**config.mk**
```make
export PLATFORM = sky130hd
export DESIGN_NAME = cfg_status_irq_mon
export DESIGN_NICKNAME = d
export VERILOG_FILES = /design/src/rtl/cfgmon_pkg.sv /design/src/rtl/cfgmon_sync.sv /design/src/rtl/cfgmon_detect.sv /design/src/rtl/cfgmon_regs.sv /design/src/rtl/cfg_status_irq_mon.sv
export SDC_FILE = /design/constraint.sdc
export NUM_CORES = 1
export LEC_CHECK = 0
export ABC_CLOCK_PERIOD_IN_PS = 1850
export BUFFER_PORTS_ARGS = -buffer_cell sky130_fd_sc_hd__clkbuf_2
export CAP_MARGIN = 25
export CORE_MARGIN = 4
export CORE_UTILIZATION = 50
export DETAILED_ROUTE_END_ITERATION = 6
export PLACE_DENSITY = 0.76
export SYNTH_ARGS = -nofsm -noshare
export SYNTH_HDL_FRONTEND = slang
export SYNTH_SLANG_ARGS = --single-unit
```
**constraint.sdc**
```tcl
create_clock -name clk_i -period 1.85 [get_ports clk_i]
set_clock_uncertainty 0.1 [all_clocks]
set_input_delay 0.185 -clock clk_i [delete_from_list [all_inputs] [get_ports clk_i]]
set_output_delay 0.185 -clock clk_i [all_outputs]
set_load 0.01 [all_outputs]
```
**src/rtl/cfgmon_pkg.sv**
```systemverilog
package cfgmon_pkg;
  localparam int unsigned OFF_LIVE   = 'h00;
  localparam int unsigned OFF_RAW    = 'h04;
  localparam int unsigned OFF_MASKED = 'h08;
  localparam int unsigned OFF_ACK    = 'h0C;
  localparam int unsigned OFF_EN     = 'h10;
  localparam int unsigned OFF_MASK   = 'h14;
  localparam int unsigned OFF_TYPE   = 'h18;
  localparam int unsigned OFF_POL    = 'h1C;
endpackage

```
**src/rtl/cfgmon_sync.sv**
```systemverilog
module cfgmon_sync #(
  parameter int unsigned W      = 12,
  parameter int unsigned STAGES = 2
) (
  input  logic         clk_i,
  input  logic         rst_ni,
  input  logic [W-1:0] d_i,
  output logic [W-1:0] q_o
);
  logic [STAGES-1:0][W-1:0] stg_q;

  for (genvar s = 0; s < STAGES; s++) begin : g_stage
    if (s == 0) begin : g_first
      always_ff @(posedge clk_i or negedge rst_ni)
        if (!rst_ni) stg_q[s] <= '0;
        else         stg_q[s] <= d_i;
    end else begin : g_next
      always_ff @(posedge clk_i or negedge rst_ni)
        if (!rst_ni) stg_q[s] <= '0;
        else         stg_q[s] <= stg_q[s-1];
    end
  end

  assign q_o = stg_q[STAGES-1];
endmodule

```
**src/rtl/cfgmon_detect.sv**
```systemverilog
module cfgmon_detect (
  input  logic clk_i,
  input  logic rst_ni,
  input  logic sync_i,
  input  logic edge_mode_i,
  input  logic pol_i,
  input  logic ack_i,
  output logic raw_o
);
  logic prev_q, raw_q, active, hit;

  assign active = (sync_i == pol_i);
  // transition toward the active level
  assign hit    = active && (sync_i != prev_q);

  always_ff @(posedge clk_i or negedge rst_ni) begin
    if (!rst_ni) begin
      prev_q <= 1'b0;
      raw_q  <= 1'b0;
    end else begin
      prev_q <= sync_i;
      if (!edge_mode_i) raw_q <= active;
      else if (hit)     raw_q <= 1'b1;
      else if (ack_i)   raw_q <= 1'b0;
    end
  end

  assign raw_o = raw_q;

  AST_EDGE_NEEDS_CHANGE: assert property (@(posedge clk_i) disable iff (!rst_ni)
    ($rose(raw_q) && $past(edge_mode_i)) |-> ($past(sync_i) != $past(prev_q)));
  AST_EDGE_ACK_CLEARS: assert property (@(posedge clk_i) disable iff (!rst_ni)
    (edge_mode_i && ack_i && !(sync_i == pol_i && sync_i != prev_q)) |=> !raw_q);
endmodule

```
**src/rtl/cfgmon_regs.sv**
```systemverilog
module cfgmon_regs
  import cfgmon_pkg::*;
#(
  parameter int unsigned N      = 12,
  parameter int unsigned ADDR_W = 8,
  parameter int unsigned DATA_W = 32
) (
  input  logic              clk_i,
  input  logic              rst_ni,
  input  logic [ADDR_W-1:0] addr_i,
  input  logic              wr_en_i,
  input  logic [DATA_W-1:0] wdata_i,
  input  logic [N-1:0]      live_i,
  input  logic [N-1:0]      raw_i,
  output logic [N-1:0]      en_o,
  output logic [N-1:0]      mask_o,
  output logic [N-1:0]      type_o,
  output logic [N-1:0]      pol_o,
  output logic [N-1:0]      ack_o,
  output logic [N-1:0]      masked_o,
  output logic [DATA_W-1:0] rdata_o
);
  logic [N-1:0] en_q, mask_q, type_q, pol_q, wfield;
  logic hit_en, hit_mask, hit_type, hit_pol, cfg_hit;

  assign wfield   = wdata_i[N-1:0];
  assign hit_en   = (addr_i == ADDR_W'(OFF_EN));
  assign hit_mask = (addr_i == ADDR_W'(OFF_MASK));
  assign hit_type = (addr_i == ADDR_W'(OFF_TYPE));
  assign hit_pol  = (addr_i == ADDR_W'(OFF_POL));
  assign cfg_hit  = hit_en | hit_mask | hit_type | hit_pol;

  always_ff @(posedge clk_i or negedge rst_ni) begin
    if (!rst_ni) begin
      en_q   <= '0;
      mask_q <= '0;
      type_q <= '0;
      pol_q  <= '0;
    end else if (wr_en_i) begin
      if (hit_en)   en_q   <= wfield;
      if (hit_mask) mask_q <= wfield;
      if (hit_type) type_q <= wfield;
      if (hit_pol)  pol_q  <= wfield;
    end
  end

  assign ack_o    = (wr_en_i && addr_i == ADDR_W'(OFF_ACK)) ? wfield : '0;
  assign masked_o = raw_i & en_q & ~mask_q;
  assign en_o     = en_q;
  assign mask_o   = mask_q;
  assign type_o   = type_q;
  assign pol_o    = pol_q;

  always_comb begin
    rdata_o = '0;
    unique case (addr_i)
      ADDR_W'(OFF_LIVE):   rdata_o[N-1:0] = live_i;
      ADDR_W'(OFF_RAW):    rdata_o[N-1:0] = raw_i;
      ADDR_W'(OFF_MASKED): rdata_o[N-1:0] = masked_o;
      ADDR_W'(OFF_EN):     rdata_o[N-1:0] = en_q;
      ADDR_W'(OFF_MASK):   rdata_o[N-1:0] = mask_q;
      ADDR_W'(OFF_TYPE):   rdata_o[N-1:0] = type_q;
      ADDR_W'(OFF_POL):    rdata_o[N-1:0] = pol_q;
      default:             rdata_o = '0;
    endcase
  end

  AST_RO_NO_CFG: assert property (@(posedge clk_i) disable iff (!rst_ni)
    (wr_en_i && !cfg_hit) |=> ($stable(en_q) && $stable(mask_q) && $stable(type_q) && $stable(pol_q)));
endmodule

```
**src/rtl/cfg_status_irq_mon.sv**
```systemverilog
module cfg_status_irq_mon #(
  parameter int unsigned N_SRC       = 12,
  parameter int unsigned SYNC_STAGES = 2,
  parameter int unsigned ADDR_W      = 8,
  parameter int unsigned DATA_W      = 32
) (
  input  logic              clk_i,
  input  logic              rst_ni,
  input  logic [N_SRC-1:0]  status_i,
  input  logic [ADDR_W-1:0] addr_i,
  input  logic              wr_en_i,
  input  logic [DATA_W-1:0] wdata_i,
  output logic [DATA_W-1:0] rdata_o,
  output logic              irq_o
);
  logic [N_SRC-1:0] live, raw, en, mask, typ, pol, ack, masked;

  cfgmon_sync #(.W(N_SRC), .STAGES(SYNC_STAGES)) u_sync (
    .clk_i (clk_i), .rst_ni(rst_ni), .d_i(status_i), .q_o(live)
  );

  for (genvar i = 0; i < N_SRC; i++) begin : g_src
    cfgmon_detect u_det (
      .clk_i      (clk_i),
      .rst_ni     (rst_ni),
      .sync_i     (live[i]),
      .edge_mode_i(typ[i]),
      .pol_i      (pol[i]),
      .ack_i      (ack[i]),
      .raw_o      (raw[i])
    );
  end

  cfgmon_regs #(.N(N_SRC), .ADDR_W(ADDR_W), .DATA_W(DATA_W)) u_regs (
    .clk_i   (clk_i),
    .rst_ni  (rst_ni),
    .addr_i  (addr_i),
    .wr_en_i (wr_en_i),
    .wdata_i (wdata_i),
    .live_i  (live),
    .raw_i   (raw),
    .en_o    (en),
    .mask_o  (mask),
    .type_o  (typ),
    .pol_o   (pol),
    .ack_o   (ack),
    .masked_o(masked),
    .rdata_o (rdata_o)
  );

  assign irq_o = |masked;

  AST_EN_OFF_QUIET: assert property (@(posedge clk_i) disable iff (!rst_ni)
    (en == '0) |-> !irq_o);
  AST_IRQ_NEEDS_RAW: assert property (@(posedge clk_i) disable iff (!rst_ni)
    irq_o |-> (raw != '0));
endmodule

```
Word-level counts from Yosys, hierarchy flattened
Index checks and enable logic that the tools add are counted.

Register bits after elaboration: 96. Latch bits: 0. RAM bits: 0. ROM bits: 0. Bits of input ports: 55. Output and inout bits: 33. Logic and storage cells: 133. Memories kept: 0.

$add $sub $neg: 0. $mul: 0. Div/mod/pow operators: 0. Magnitude comparators: 0. Equality and inequality tests: 43. Shift-type cells: 0. Mux-type cells: 38. Bitwise operators: 3. Reduce and logical (&&, ||, !) cells: 19.

Operators with widths (number): one-hot mux 12 bit (7 select lines) (1); two-way mux 1 bit (36); inequality test 3 bit, second input constant (12); == test 8 x 5 -> 1 bit, second input constant (4); bitwise AND 12 bit (2); == test 8 x 4 -> 1 bit, second input constant (2); logical AND 1 bit (13); == test 1 bit (12); two-way mux 12 bit (1); inequality test 1 bit (12); inverter 12 bit (1); OR reduction 12 bit (1); == test 8 x 3 -> 1 bit, second input constant (1); zero test 8 bit (1); AND reduction 2 bit (4).

Logic depth before layout (Yosys ltp)
Gate-level depths: netlist of run 1.

Depth after elaboration: 6. Mapped depth: 6. Depth with buffers taken out: 4.

Modules after synthesis
Synthesis of run 1 repeated with hierarchy kept, for this count alone.

Cells, all modules: 370. Area, all modules: 4792.1 um2.

By module, submodules not included: cfgmon_regs (instances 1, cells an instance 246, area each 2921.6 um2, seq. area each 1201.2 um2); cfgmon_detect (instances 12, cells an instance 7, area each 96.3 um2, seq. area each 50.0 um2); cfgmon_sync (instances 1, cells an instance 36, area each 690.7 um2, seq. area each 600.6 um2); cfg_status_irq_mon (instances 1, cells an instance 4, area each 23.8 um2, seq. area each 0.0 um2).

Worst setup path after synthesis of run 1
OpenSTA, ideal clock, no wires.

Kind: input-to-reg. Start point: in addr_i[2]. End point: reg u_regs.en_q[10] (netlist: u_regs.en_o[10]). Setup time: 0.125 ns. Arrival: 1.665 ns. Data required time: 1.625 ns. Path slack: -0.040 ns. Cell stages on the path: 5. Buffers on the path: 1. Path through: or4_4 -> nor4_4 -> nand3_2 -> buf_6 -> mux2_4.

Longest elaborated chain between the ends: 2.

RTL lines: start: declaration (RTL line cfg_status_irq_mon.sv:10) `input logic [ADDR_W-1:0] addr_i,`; == test 8 x 5 -> 1 bit (RTL line cfgmon_regs.sv:27) `assign hit_en = (addr_i == ADDR_W'(OFF_EN));`; AND reduction 2 bit (no source line); end signal: assignment (RTL line cfgmon_regs.sv:40) `if (hit_en) en_q <= wfield;`; end: declaration (RTL line cfgmon_regs.sv:23) `logic [N-1:0] en_q, mask_q, type_q, pol_q, wfield;`.

Every way passes these cells. A chain may end at the register's enable or synchronous reset.

Final worst setup path of run 1
Start point: reg u_regs.mask_q[7] (netlist: u_regs.mask_o[7]). End point: out rdata_o[7].

Longest elaborated chain between the ends: 3.

RTL lines: start: declaration (RTL line cfgmon_regs.sv:23); start signal: assignment (RTL line cfgmon_regs.sv:41) `if (hit_mask) mask_q <= wfield;`; inverter 12 bit (RTL line cfgmon_regs.sv:48) `assign masked_o = raw_i & en_q & ~mask_q;`; bitwise AND 12 bit (RTL line cfgmon_regs.sv:48); one-hot mux 12 bit (7 select lines) (*) (RTL line cfgmon_regs.sv:56) `unique case (addr_i)`; end: declaration (RTL line cfg_status_irq_mon.sv:13) `output logic [DATA_W-1:0] rdata_o,`.

Mark *: on every way between the ends. The rest lies on a longest branch, timed or not.

==> reports/results.ini, run 1 <==
[clocking]
cts_root_buffer=clkbuf_8
clk_latency_ns=0.37
cts_made_buffers=9
cts_tree=done
clk_pin_slew_ns=0.10
clock_path_buffers=2
htreeDepth=3
cts.sinks=96

[die]
die_y_um=104
start_util_pct=52.2
coreArea_um2=8890
die_w_um=104
rows=34
io_pins=88
fp.dieArea_um2=10900

[place]
dp_hpwl_um=7820
place_worst_setup_slack_ns=-0.228
io_buffer_count=47
placedCellCount=576
routabilityCongestion=0.860

[routing]
routedWlPerCell_um=18.3
drt-initial-drc-count=264
via_per_inst=5.64
wl_um=11500
first_pass_iters=4
vias=3559
drcViolationCount=0
ant_nets=0

[final_layout]
syn_to_final_growth_pct=25.7
final_nets=573
drive_gt1_share_pct=42.4
fin_cells=631
antennaDiodeCount=0

[grt]
grt.total_usage_pct=21.7
first_global_vias=3734
antenna_found_initial=0
grt_pass1_wl_um=18700
overflow=0
grt_max_degree=39

[timing]
finalSetupViolCount=8
slew_viol_final=0
rsz0062_at_grt=yes
fin_ws_ns=-0.0679
period_share_pct=104
max_freq_mhz=521
min_period_ns=1.92
hold_viol=0

[synth]
synth_top_area_share_pct=51.8
ys_ff_latch=96
syn-mean-instance-area_um2=11.7
synth_edf_count=0
ys.flop_type=dfrtp_1
ys_seq_area_share_pct=51.8
synthArstFlopShare_pct=100
syn_area_um2=4640
synth_cells=398
synth_area_leader_cell=dfrtp_1
synth_area_leaders=dfrtp_1 52%, mux2_2 13%, nand2_1 4.2%
synth_cell_types=38
yosys_warnings=0

[worst_setup_path]
cp.required_ns=1.56
cp-end-kind=output port
worstRegToRegCells=6
cp_max_fo=2
timing.rr.start=u_regs.pol_o[1]
r2r-end=g_src[1].u_det.raw_o
rrSetupSlack_ns=0.51
worstPathArrival_ns=1.63
worst_setup_path_start_kind=register
crit_type=reg -> out

[job]
maxCapViolCount=0

[outcome]
violations=setup timing
status=finished, violations left

[pwr]
power_uw=4230
power_density_nw_per_um2=724
leakage_uw=0.00300
irDropWorstVdd_mv=0.362

[worst_hold_path]
worst_hold_path.endpoint=u_regs.mask_o[4]
worstHoldPathCells=2
hp-class=in -> reg
hp-start=wdata_i[4]

-- metal layers --
layer / track usage, % / up-vias / part of all wire [%]
li1: - / 1608 / -
met1: 28.0 / 1769 / 41
met2: 36.0 / 152 / 49
met3: 4.66 / 30 / 7.3
met4: 8.17 / 0 / 2.5
met5: 0 / - / 0
-- per-stage QoR --
stage	instance area [µm²]	TNS, ns	hold WS (ns)	util, %
2_1_floorplan	4720	-0.604	-0.211	-
3_3_place_gp	5190	-5.16	0.0571	58.3
3_5_place_dp	5190	-6.04	0.0645	58.3
4_1_cts	5690	-0.564	0.00709	64.0
5_1_grt	5840	-1.01	0.0117	65.6
6_report	5840	-0.333	0.0243	65.6
-- kinds of logic (layout without fill, tap and decap cells) --
| family | count (synthesis) | after routing | share of synthesized area (%) |
|---|---|---|---|
| DFF | 96 | 96 | 51.8 |
| other | 1 | 20 | 0.0808 |
| AOI/OAI and AO/OA | 57 | 57 | 8.57 |
| muxes | 82 | 82 | 21.1 |
| buffers and inverters | 45 | 151 | 5.53 |
| xor gates and xnor gates | 12 | 12 | 2.26 |
| and+or+nand+nor | 105 | 105 | 10.8 |
-- synthesized netlist by cell type (4+ instances only) --
cell	number
a21oi_1	4
a22o_1	9
a22oi_1	7
a32oi_1	8
buf_1	4
buf_2	4
buf_4	20
clkbuf_1	4
dfrtp_1	96
inv_1	12
mux2_2	55
mux2_4	10
mux2i_1	14
nand2_1	52
nor2_1	27
nor4_1	4
o211ai_1	12
o21ai_0	16
xor2_1	12
-- worst max path at each step --
stage | startpoint | end | slack (ns) | cells past startpoint
3_5_place_dp | addr_i[4] | rdata_o[8] | -0.23 | 7
2_1_floorplan | addr_i[2] | u_regs.en_o[10] | -0.04 | 5
5_1_grt | u_regs.pol_o[0] | rdata_o[0] | -0.13 | 5
3_3_place_gp | addr_i[4] | rdata_o[8] | -0.23 | 7
4_1_cts | addr_i[6] | rdata_o[2] | -0.07 | 7
6_report | u_regs.mask_o[7] | rdata_o[7] | -0.07 | 5
-- worst max-delay path: stages, from the launching register on --
cell     delay (ns)
dfrtp_1        0.42
mux2_4         0.28
a22o_1         0.21
a22oi_2        0.12
nand2_1        0.08
buf_2          0.15
-- what timing repair did --
action	CTS	global route
gates resized for setup	18	21
hold endpoints to repair	46	0
pin swaps	11	7
hold buffers	16	0
cloned	0	0
endpoints found under the setup margin	13	13
setup buffers	12	12
-- where the power goes --
part	leakage, µW	switching (µW)	internal, µW
logic	0.00169	265	266
registers	0.00122	96.6	2220
clock network	0.0000916	759	624
total	0.00300	1120	3110
-- placed cells by master, fill, tap and decap left out, types with 3 or more instances in the layout --
cell / Yosys / routed
a21oi_1: 4 / 4
a22o_1: 9 / 9
clkbuf_8: 0 / 9
dfrtp_2: 0 / 3
buf_4: 20 / 58
inv_1: 12 / 12
nand3_2: 1 / 3
nor4_2: 0 / 3
buf_2: 4 / 3
mux4_2: 3 / 3
nand2_1: 52 / 47
a32oi_1: 8 / 7
clkinvlp_4: 0 / 3
dlygate4sd3_1: 0 / 16
o211ai_1: 12 / 12
a22oi_1: 7 / 4
nand2_2: 0 / 5
mux2_2: 55 / 52
xor2_1: 12 / 12
mux2_4: 10 / 13
clkbuf_2: 0 / 41
mux2i_1: 14 / 14
buf_6: 1 / 3
conb_1: 1 / 20
o21ai_0: 16 / 13
dfrtp_1: 96 / 93
nor2_1: 27 / 26
a22oi_2: 0 / 3
-- final cells by class --
cell class | instances | area [µm²]
multi-input cells | 276 | 2160
inverters | 12 | 45.0
clock inverters | 7 | 71.3
well taps | 108 | 135
repair buffers | 123 | 890
clock buffers | 9 | 124
fillers | 649 | 3060
flip-flops and latches | 96 | 2410
-- state kept, by name, indices dropped and copies added (netlist names) --
signal / cells
g_src.u_det.prev_q: 12
u_sync.stg_q: 12
u_regs.type_o: 12
g_src.u_det.raw_o: 12
u_regs.mask_o: 12
u_sync.q_o: 12
u_regs.en_o: 12
u_regs.pol_o: 12
Note: power is estimated with default switching activity, not from simulation.
==> run 2: changes to the inputs <==
Settings changed: TNS_END_PERCENT set to 10.
==> reports/results.ini, run 2 (same netlist as run 1, synthesis figures left out) <==
[timing]
min_period_ns=1.94  ; +0.0240 ns
period_share_pct=105  ; +1.3 points
final.setup.tns_ns=-0.741  ; -0.409 ns
max_freq_mhz=515  ; -1.2%
fin_ws_ns=-0.0919  ; -0.0240 ns
hold_viol=0  ; unchanged
finalSetupViolCount=12  ; +4
rsz0062_at_grt=yes
slew_viol_final=0  ; unchanged

[pwr]
power_uw=4220  ; -0.15%
irDropWorstVdd_mv=0.437  ; +21%
power_density_nw_per_um2=752  ; +3.8%
leakage_uw=0.00287  ; -4.6%

[final_layout]
seq_area_um2=2400  ; about the same
multi_input_area_um2=2130  ; -1.8%
layout_common_cells=94 x dfrtp_1, 53 x mux2_2, 50 x nand2_1
drive_gt1_share_pct=38.2  ; -4.3 points
fillCellCount=704  ; +8.5%
layout_commonest_cell=dfrtp_1
final_nets=548  ; -4.4%
antennaDiodeCount=0  ; unchanged
syn_to_final_growth_pct=20.9

[routing]
via_per_inst=5.60  ; -0.79%
routedWlPerCell_um=17.5  ; -4.1%
wl_um=10600  ; -7.9%
first_pass_iters=5  ; +1
routed-wl-met2_um=5200  ; -8.3%
drcViolationCount=0  ; unchanged
vias=3391  ; -4.7%
met3_length_um=665  ; -21%
routed.top_layer=met4
ant_nets=0  ; unchanged
wl_met1_um=4620  ; -2.4%
drt-initial-drc-count=176  ; -33%

[clocking]
cts_made_buffers=9  ; unchanged
htreeDepth=3  ; unchanged
cts_tree=done
clk_latency_ns=0.37  ; about the same
cts.sinks=96  ; unchanged
clock_path_buffers=2  ; unchanged
clk_pin_slew_ns=0.09  ; about the same
cts_root_buffer=clkbuf_8

[worst_hold_path]
worst_hold_path.endpoint=u_regs.en_o[6]
hp-start=wdata_i[6]
hp-class=in -> reg
worstHoldPathCells=2  ; unchanged

[grt]
grt_pass1_wl_um=17200  ; -8.4%
antenna_found_initial=0  ; unchanged
grt.total_usage_pct=19.9  ; -1.9 points
first_global_vias=3435  ; -8.0%
overflow=0  ; unchanged
grt_max_degree=56  ; +44%

[worst_setup_path]
rrSetupSlack_ns=0.65  ; +0.14 ns
critPathSlowestCell=or4_4
cp-end-kind=output port
r2r-end=g_src[7].u_det.raw_o
cpLargestDelayFamily=simple AND/OR/NAND/NOR gates
cp-startpoint=addr_i[4]
crit_type=in -> out
cp_max_fo=4  ; +2
crit_path_cell_trace=clkbuf_2 -> or4_4 -> nor4b_4 -> buf_4 -> a22oi_1 -> nand2_1 -> clkbuf_2
cp_num_buf_inv=3  ; +2
cpPeakStageDelay_ns=0.57  ; +0.15 ns
worstPathArrival_ns=1.66  ; +0.03 ns
worstRegToRegCells=5  ; -1
worst_setup_path_start_kind=input port
cp_common_cell=clkbuf_2
timing.rr.start=u_regs.pol_o[7]
cp.required_ns=1.56  ; about the same

[place]
io_buffer_count=47  ; unchanged
dp_hpwl_um=7570  ; -3.2%
routabilityCongestion=0.830  ; -3.4%

[die]
fp.dieArea_um2=10900  ; unchanged
start_util_pct=52.2  ; unchanged
die_y_um=104  ; unchanged
rows=34  ; unchanged
die_w_um=104  ; unchanged
coreArea_um2=8890  ; unchanged
io_pins=88  ; unchanged

[job]
maxCapViolCount=0  ; unchanged

[outcome]
status=finished, violations left
violations=setup timing

==> run 2: changes by cell type in the layout (fill, tap and decap cells not counted), sizes merged <==
cell	change
clkbuf	-1
clkinv	-1
buf	-21
clkinvlp	-2
inv	+2
dlygate4sd3	-2
==> run 2: power by group <==
group	leakage, µW	total [µW]	internal, µW	switching (µW)
clock	0.000104	1430	678	751
sequential	0.00122	2320	2220	104
combinational	0.00154	471	233	238
total	0.00287	4220	3130	1090
==> run 2: worst register-to-register path: cells and delay by family (launching register included) <==
kind | cells | cell delay (ns)
flip-flops | 1 | 0.41
AO/OA/AOI/OAI | 1 | 0.10
AND/OR/NAND/NOR | 2 | 0.16
buffers and inverters | 1 | 0.16
multiplexers | 1 | 0.20
==> run 2: how the worst max path moves through the flow <==
stage,to,slack (ns),cells after the start
2_1_floorplan,u_regs.en_o[10],-0.04,5
3_3_place_gp,g_src[6].u_det.raw_o,-0.19,5
3_5_place_dp,g_src[2].u_det.raw_o,-0.27,5
4_1_cts,rdata_o[11],-0.08,7
5_1_grt,rdata_o[1],-0.17,7
6_report,rdata_o[1],-0.09,7
==> run 2: stage by stage <==
stage	instance area (µm²)	worst slack [ns]	hold WS (ns)	utilization, %	std cells
6_report	5610	-0.0919	0.0180	63.1	606
5_1_grt	5610	-0.168	0.00605	63.1	606
4_1_cts	5580	-0.0845	0.0117	62.8	606
3_5_place_dp	5150	-0.266	-0.108	58.0	573
3_3_place_gp	5150	-0.192	-0.108	58.0	573
2_1_floorplan	4710	-0.0399	-0.211	-	417
==> run 2: area by class of cell <==
type	count	area share [%]
sequential	96	42.9
multi-input combinational	276	37.9
timing repair buffer	98	12.3
clock buffer	10	2.45
tap	108	2.41
clock inverter	6	1.29
inverter	12	0.803
==> run 2: layer usage <==
layer | global-route usage, % | up-vias
met2 | 31.6 | 129
li1 | - | 1554
met4 | 6.08 | 0
met5 | 0 | -
met3 | 4.22 | 13
met1 | 27.4 | 1695
==> run 2: repair_timing <==
item,4_1_cts,5_1_grt
setup buffers,3,0
hold buffers,14,0
endpoints found under the hold margin,112,0
gates cloned,0,0
pin swaps,4,1
gates resized for setup,15,15
setup endpoints to repair,13,13
==> run 3: changes to the inputs <==
Settings changed: ABC_AREA set to 0, SKIP_CTS_REPAIR_TIMING set to 1.
==> reports/results.ini, run 3 (same netlist as run 1, synthesis figures left out) <==
[timing]
fin_ws_ns=-0.163  ; -0.0709 ns
slew_viol_final=0  ; unchanged
rsz0062_at_grt=yes
hold_ws_ns=0.0231  ; +0.00507 ns
finalSetupViolCount=12  ; unchanged
hold_viol=0  ; unchanged
min_period_ns=2.01  ; +0.0709 ns
max_freq_mhz=497  ; -3.5%
period_share_pct=109  ; +3.8 points

[pwr]
power_frac_seq_pct=55.3  ; +0.3 points
p_clk_share_pct=33.7  ; -0.2 points
p_sw_uw=1080  ; -1.3%
power_uw=4200  ; -0.43%
sw_frac_of_total_pct=25.7  ; -0.22 points
irDropWorstVdd_mv=0.435  ; -0.46%
combPwrFrac_pct=11.0  ; -0.2 points
leakage_uw=0.00285  ; -0.62%
power_density_nw_per_um2=753  ; +0.10%
internal_power_uw=3120  ; -0.14%

[grt]
grt_use_met2_pct=30.7  ; -0.92 points
first_global_vias=3349  ; -2.5%
use_met1_pct=26.3  ; -1.1 points
use_met3_pct=4.78  ; +0.56 points
grt_max_degree=56  ; unchanged
grt_pass1_wl_um=16800  ; -2.4%
overflow=0  ; unchanged
busiest_layer=met2
antenna_found_initial=0  ; unchanged
grt.total_usage_pct=19.4  ; -0.48 points

[worst_setup_path]
critPathSlowestCell=or4_4
cp_max_fo=4  ; unchanged
cpPeakStageDelay_ns=0.56  ; about the same
crit_type=in -> out
cp.required_ns=1.56  ; about the same
worstPathArrival_ns=1.73  ; +0.07 ns
crit_path_cell_trace=buf_8 -> or4_4 -> nor4b_4 -> buf_4 -> a22oi_2 -> nand2_1 -> buf_2
worst_setup_path_start_kind=input port
cp-end-kind=output port

[final_layout]
fin_cells=603  ; -0.50%
layout_commonest_cell=dfrtp_1
syn_to_final_growth_pct=20.2
fin_util_pct=62.8  ; -0.34 points
layout_common_cells=96 x dfrtp_1, 55 x mux2_2, 52 x nand2_1
drive_gt1_share_pct=37.0  ; -1.2 points
fillCellCount=712  ; +1.1%
antennaDiodeCount=0  ; unchanged
final_nets=545  ; -0.55%

[routing]
drcViolationCount=0  ; unchanged
routedWlPerCell_um=17.4  ; -0.49%
first_pass_iters=4  ; -1
drt-initial-drc-count=214  ; +22%
via_per_inst=5.63  ; +0.56%
wl_um=10500  ; -0.98%
ant_nets=0  ; unchanged
vias=3393  ; +0.059%

[clocking]
cts_tree=done
cts_root_buffer=clkbuf_8
clk_latency_ns=0.36  ; about the same
htreeDepth=3  ; unchanged
clock_path_buffers=2  ; unchanged
cts_made_buffers=9  ; unchanged
clk_pin_slew_ns=0.09  ; about the same
cts.sinks=96  ; unchanged

[place]
placedCellCount=573  ; unchanged
dp_hpwl_um=7570  ; unchanged
io_buffer_count=47  ; unchanged
routabilityCongestion=0.830  ; unchanged

[die]
die_w_um=104  ; unchanged
fp.dieArea_um2=10900  ; unchanged
die_y_um=104  ; unchanged
coreArea_um2=8890  ; unchanged
io_pins=88  ; unchanged
start_util_pct=52.2  ; unchanged
rows=34  ; unchanged

[worst_hold_path]
hp-class=in -> reg

[outcome]
status=finished, violations left
violations=setup timing

[job]
maxCapViolCount=0  ; unchanged

-- run 3: metal layers --
layer / routed length, µm / share of wire [%]
met4: 200 / 1.9
met3: 746 / 7.1
met5: 0 / 0
met2: 5070 / 48
met1: 4500 / 43
-- run 3: final timing paths --
kind | startpoint | to | slack, ns | depth (start not counted)
max in group asynchronous | rst_ni | u_regs.type_o[2] | 1.12 | 3
worst max register to register | u_regs.pol_o[9] | g_src[9].u_det.raw_o | 0.72 | 4
worst min register to register | u_sync.stg_q[4] | u_sync.q_o[4] | 0.26 | 0
worst min-delay path | wdata_i[6] | u_regs.en_o[6] | 0.02 | 2
min in group asynchronous | rst_ni | u_sync.stg_q[5] | 0.04 | 2
worst max-delay path | addr_i[6] | rdata_o[1] | -0.16 | 7
-- run 3: stage by stage --
| stage | setup slack [ns] | area (µm²) | setup TNS (ns) |
|---|---|---|---|
| floorplan | -0.0399 | 4710 | -0.517 |
| global placement | -0.192 | 5150 | -3.96 |
| detailed placement | -0.266 | 5150 | -5.53 |
| CTS | -0.180 | 5370 | -1.90 |
| global route | -0.204 | 5580 | -1.97 |
| finish | -0.163 | 5580 | -1.37 |
-- run 3: worst max-delay path: cells and delay by family --
kind / cells / cell delay, ns
AO/OA/AOI/OAI: 1 / 0.08
AND/OR/NAND/NOR: 3 / 1.00
buffers and inverters: 3 / 0.46
-- run 3: power by group through the flow --
| stage | Clock, µW | Sequential, µW | Combinational, µW |
|---|---|---|---|
| global route | 1550 | 2340 | 508 |
| floorplan | 0 | 2330 | 274 |
| CTS | 1440 | 2320 | 431 |
| detailed placement | 0 | 2360 | 430 |
| finish | 1420 | 2320 | 463 |
| global placement | 0 | 2350 | 413 |
-- run 3: layout make-up --
cell class | instances | area, µm² | area share [%]
Clock buffer | 10 | 138 | 2.47
Clock inverter | 6 | 72.6 | 1.30
Inverter | 12 | 45.0 | 0.807
Multi-Input combinational cell | 276 | 2110 | 37.9
Sequential cell | 96 | 2400 | 43.0
Tap cell | 108 | 135 | 2.42
Timing Repair Buffer | 95 | 674 | 12.1
